<file path="src/rtl/res_window_decode.sv">
module res_window_decode #(
  parameter int NUM_MEM = 4,
  parameter int NUM_IO = 8,
  parameter int ADDR_W = 24,
  parameter int FIELD_W = 16,
  parameter int IO_W = 16,
  parameter int IO_NARROW_W = 10,
  parameter logic [NUM_MEM-1:0] MODE_LIMIT = 4'b1010,
  parameter logic [NUM_IO*4-1:0] IO_SPAN_LOG2 = 32'h4321_4321
) (
  input  logic                       clk,
  input  logic                       rst_n,
  input  logic [ADDR_W-1:0]          bus_addr,
  input  logic                       mem_cyc,
  input  logic                       io_cyc,
  input  logic                       io_dec10,
  input  logic [NUM_MEM*FIELD_W-1:0] mem_base,
  input  logic [NUM_MEM*FIELD_W-1:0] mem_top,
  input  logic [NUM_IO*IO_W-1:0]     io_base,
  output logic [NUM_MEM-1:0]         mem_hit,
  output logic [NUM_IO-1:0]          io_hit,
  output logic                       dev_sel
);
  localparam int LOW_W = ADDR_W - FIELD_W;
  localparam logic [IO_W-1:0] NARROW_KEEP = {IO_W{1'b1}} >> (IO_W - IO_NARROW_W);

  logic [FIELD_W-1:0] a_hi;
  logic [IO_W-1:0]    io_keep;
  logic [IO_W:0]      a_io;
  logic [NUM_MEM-1:0] mem_nx;
  logic [NUM_IO-1:0]  io_nx;

  assign a_hi    = bus_addr[ADDR_W-1:LOW_W];
  assign io_keep = io_dec10 ? NARROW_KEEP : {IO_W{1'b1}};
  assign a_io    = {1'b0, bus_addr[IO_W-1:0] & io_keep};

  for (genvar m = 0; m < NUM_MEM; m++) begin : g_mem
    logic [FIELD_W-1:0] b, t;
    logic on, match;
    assign b  = mem_base[m*FIELD_W +: FIELD_W];
    assign t  = mem_top[m*FIELD_W +: FIELD_W];
    assign on = |{b, t};
    if (MODE_LIMIT[m]) begin : g_limit
      assign match = (a_hi >= b) && (a_hi < t);
    end else begin : g_mask
      assign match = ((a_hi ^ b) & t) == '0;
    end
    assign mem_nx[m] = mem_cyc & on & match;
  end

  for (genvar i = 0; i < NUM_IO; i++) begin : g_io
    localparam int SPAN = int'(IO_SPAN_LOG2[i*4 +: 4]);
    logic [IO_W-1:0] b;
    logic [IO_W:0]   lo, hi;
    assign b  = io_base[i*IO_W +: IO_W];
    assign lo = {1'b0, b & io_keep};
    assign hi = lo + ((IO_W+1)'(1) << SPAN);
    assign io_nx[i] = io_cyc & (|b) & (a_io >= lo) & (a_io < hi);
  end

  always_ff @(posedge clk or negedge rst_n) begin
    if (!rst_n) begin
      mem_hit <= '0;
      io_hit  <= '0;
      dev_sel <= 1'b0;
    end else begin
      mem_hit <= mem_nx;
      io_hit  <= io_nx;
      dev_sel <= |{mem_nx, io_nx};
    end
  end
endmodule

</file>
<file path="config.mk">
export PLATFORM = sky130hd
export DESIGN_NAME = res_window_decode
export DESIGN_NICKNAME = d
export VERILOG_FILES = /design/src/rtl/res_window_decode.sv
export SDC_FILE = /design/constraint.sdc
export NUM_CORES = 1
export LEC_CHECK = 0
export BUFFER_PORTS_ARGS = -buffer_cell sky130_fd_sc_hd__buf_2
export CORE_MARGIN = 2
export CORE_UTILIZATION = 28
export DETAILED_ROUTE_END_ITERATION = 6
export HOLD_SLACK_MARGIN = 0.12
export PLACE_DENSITY_LB_ADDON = 0.05
export SYNTH_ARGS = -nofsm -noshare
export SYNTH_HDL_FRONTEND = slang
export SYNTH_SLANG_ARGS = --single-unit
</file>
<file path="constraint.sdc">
create_clock -name clk -period 0.9 [get_ports clk]
set_input_delay 0.09 -clock clk [delete_from_list [all_inputs] [get_ports clk]]
set_output_delay 0.09 -clock clk [all_outputs]
set_load 0.005 [all_outputs]
</file>
After elaboration in Yosys (flattened, before gate mapping)
Index checks and enable logic that the tools add are counted.
- input port bits: 285
- register bits after elaboration: 13
- output and inout port bits: 13
- logic and storage cells: 94
- mux-type cells: 1
- bitwise operators: 45
- add/sub/neg operators: 8
- $lt $le $gt $ge: 20
- reductions and logical operators: 17
- operators by type and width (operator ; count):
    $and 16x16->16 ; 11
    $ge 16x16->1 ; 10
    $lt 16x17->1 ; 8
    $reduce_or 16->1 ; 8
    $reduce_or 32->1 ; 4
    $add 16x2->17 const B ; 2
    $add 16x3->17 const B ; 2
    $add 16x4->17 const B ; 2
    $add 16x5->17 const B ; 2
    $and 1x1->1 ; 32
    $logic_not 16->1 ; 2
    $lt 16x16->1 ; 2
    $xor 16x16->16 ; 2
    $mux 16 ; 1
    $reduce_or 12->1 ; 1
    $logic_and 1x1->1 ; 2

Logic depth before layout (Yosys ltp)
- depth in word-level cells: 6
- gate-level depth with buffers: 15
- mapped depth without buffers: 15

Worst setup path after synthesis
Ideal clock, no wire load.
- path kind: input port to flip-flop
- start point: input io_dec10
- end point: register dev_sel
- setup slack: -2195 ps
- library setup time: 72 ps
- required time: 828 ps
- data arrival time: 3024 ps
- path buffers: 3
- stages on the path: 12
- path through: buf_2 -> clkbuf_1 -> clkbuf_1 -> nor2b_1 -> ha_1 -> a211oi_2 -> o21bai_1 -> a21o_2 -> a221o_1 -> a221o_1 -> o2111a_1 -> nand4b_1
- longest elaborated chain between the ends: 6
- elaborated cells on any way between the ends: 51
- classes of those cells: add/sub (8); order compare (16); mux (1); bitwise (25); reduce/logical (1)
- RTL lines (element ; RTL line ; source):
    start, declared ; 16 ; input logic io_dec10,
    $mux 16 (*) ; 34 ; assign io_keep = io_dec10 ? NARROW_KEEP : {IO_W{1'b1}};
    $and 16x16->16 (on tied branches) ; 56, 35 ;
    $add 16x2->17 (tied with other cells) ; 57 ; assign hi = lo + ((IO_W+1)'(1) << SPAN);
    $lt 16x17->1 or $and 1x1->1 (tied branches) ; 58 ; assign io_nx[i] = io_cyc & (|b) & (a_io >= lo) & (a_io < hi);
    $and 1x1->1 ; 58 ;
    $reduce_or 12->1 (*) ; 69 ; dev_sel <= |{mem_nx, io_nx};
    end signal, assigned ; 69 ;
    end, declared ; 22 ; output logic dev_sel
Every way passes the cells marked *; elsewhere a longest branch is shown, timed or not.

Final worst setup path
Ends and elaborated chain as after synthesis.

==> run metrics <==
final non-filler cell total 2654; hold depth 4; Startpoint Class input pin; num ports 298; Net count, final 2739; clk buf depth 2; DP HPWL 42200 µm; Switching Share 0.444; RSZ-0062 raised after global routing true; initial antenna violation count 2; clock sink total 13; Final Hold Viols 0; crit-path max FO 7; Metal-1 WL 21300 µm; worst slew pin tran 593 ps; Post-Synthesis Cell Area 10600 µm²; antenna cells 0; Inst Count DP 2616; vias 13.1k; setup slack after layout -1760 ps; Final Wtd Congestion 0.912; post-route ant nets 0; peak supply drop 0.000527 V; # Max-Cap Violations 0; register area share after synthesis 0.0308; total die area 39300 µm²; CTS tree done; WL/cell 18.1 µm; Clock power frac 0.091; Finished Core Util 0.486; post-synth cell types 79; Sw Pwr 4.44 mW; Int Pwr 5.57 mW; Root Buffer clkbuf_16; layout overhead on the synthesized area 71.9%; drc violations 0; Yosys top cell area share 0.367; Die Wd 198 µm; input/output buffers 297; global-route wire length before repair 72300 µm; CP Data Required Time 1010 ps; met2 routed WL 23200 µm; DR pass1 iterations 5; Logic pwr share 0.843; Slew Viols, Final 0; Vias/cell 4.93; Leak Pwr 9.28 nW; syn nets 1965; Die Y 198 µm; violated checks setup timing; H-tree depth 1; post-synth top area cell ha_1; share of cells above drive strength 1 0.456; Flop pwr share 0.067; initial core utilization 0.283; commonest cells in the netlist ha_1 (310), inv_1 (171), xnor2_1 (82); core area 37400 µm²; Synth warnings 0; Final period util 2.95; DR iter-0 viols 438; post-layout minimum cycle time 2660 ps; Post-synth EDFFs 0; Post-synth ARST share 1.00; grt total ovfl 0; Synth Register Bits 13; mean area per synthesized cell 7.72 µm²; routed wire length 48100 µm; top-count cell post-synth ha_1; pre-CTS WS -2120 ps; design area 18200 µm²; ranking of synthesized cells by area ha_1 (37%), xnor2_1 (6.8%), inv_1 (6.1%); TritonCTS Buffers 3; critical path endpoint category register; max_slew headroom 0.601; CP Data Arrival Time 2770 ps; row cnt 71; Post-DP Area 16700 µm²; vias in the first global route 13.5k; Setup CP Type in -> reg; Pwr Density 551 nW/µm²; Cells after Synth 1370; Reg clk slew, reported paths 60 ps; routed wl met3 2060 µm; worst hold path class in -> reg; Fmax 0.376 GHz; highest routed layer met5; Total GRT Usage 0.238; outcome complete, but fails checks; Setup Viol. Count Final 14; largest net degree at the start of global routing 25; Top FF cell, synth dfrtp_1
==> area by class of cell <==
class                           count  area (µm²)
Sequential cell                    13         325
Tap cell                          511         639
Fill cell                        3712       19200
Clock buffer                        3        75.1
Inverter                          174         688
Clock inverter                      1        5.00
Multi-Input combinational cell   1173       10700
Timing Repair Buffer              779        5700
==> kinds of logic after synthesis <==
| group | after synthesis | synth area share |
|---|---|---|
| AOI/OAI and AO/OA | 284 | 0.187 |
| DFF | 13 | 0.0308 |
| buffers and inverters | 184 | 0.0659 |
| adders and majority gates | 310 | 0.367 |
| xor gates and xnor gates | 124 | 0.103 |
| and+or+nand+nor | 455 | 0.247 |
==> worst max-delay path, cell delays in order <==
cell	delay [ps]
buf_8	110
buf_12	140
buf_4	130
nand2b_4	140
nor3_4	180
and2_1	160
nand2_1	70
xnor2_1	120
ha_1	300
and3_1	170
o211ai_1	100
a32o_2	230
o211ai_1	350
buf_4	210
o2111a_1	160
nand4b_1	100
==> routing by layer <==
metal | up-vias | GRT usage
met3 | 60 | 0.0199
met4 | 4 | 0.0710
met1 | 6027 | 0.297
li1 | 6689 | -
met2 | 296 | 0.433
met5 | - | 0
==> stage by stage <==
stage	power, mW	TNS (ps)	hold WS [ps]
floorplan	4.26	-11960	-206
global placement	8.30	-19270	27.9
CTS	9.83	-14320	196
global route	11.0	-15170	216
finish	10.0	-13870	194
detailed placement	8.39	-19530	27.7
==> registers in the layout, indices dropped and copies added (netlist names) <==
| name | count |
|---|---|
| dev_sel | 1 |
| io_hit | 8 |
| mem_hit | 4 |
==> what timing repair did <==
action | 4_1_cts | 5_1_grt
buffers inserted | 35 | 2
pin swaps | 102 | 73
hold buffers | 1 | 0
endpoints found under the setup margin | 13 | 14
cloned | 1 | 0
resized for setup | 146 | 79
hold endpoints to repair | 13 | 0
==> worst paths after layout <==
kind / to / slack, ps / startpoint
min in group asynchronous: mem_hit[0] / 300 / rst_n
min: mem_hit[2] / 190 / mem_top[47]
max: dev_sel / -1760 / io_dec10
max in group asynchronous: io_hit[3] / 310 / rst_n
==> power groups by stage <==
| stage | Clock (mW) | Combinational, mW | Sequential, mW |
|---|---|---|---|
| floorplan | 0 | 3.59 | 0.675 |
| global placement | 0 | 7.62 | 0.676 |
| detailed placement | 0 | 7.72 | 0.677 |
| CTS | 0.916 | 8.25 | 0.667 |
| global route | 0.945 | 9.36 | 0.670 |
| finish | 0.909 | 8.43 | 0.667 |
==> placed cells by master (no fill, tap or decap), types with 38 or more instances in the layout <==
cell type,Yosys,final
nor2_1,47,38
buf_2,2,270
ha_1,310,265
nand3_1,52,45
a21oi_1,65,53
inv_1,171,156
buf_4,1,437
xnor2_1,82,76
nand4_1,54,54
nor4_1,65,64
nand2_1,52,47
nand2b_1,59,54
ha_4,0,38
xor2_1,42,41
(Power assumes the default switching activity.)
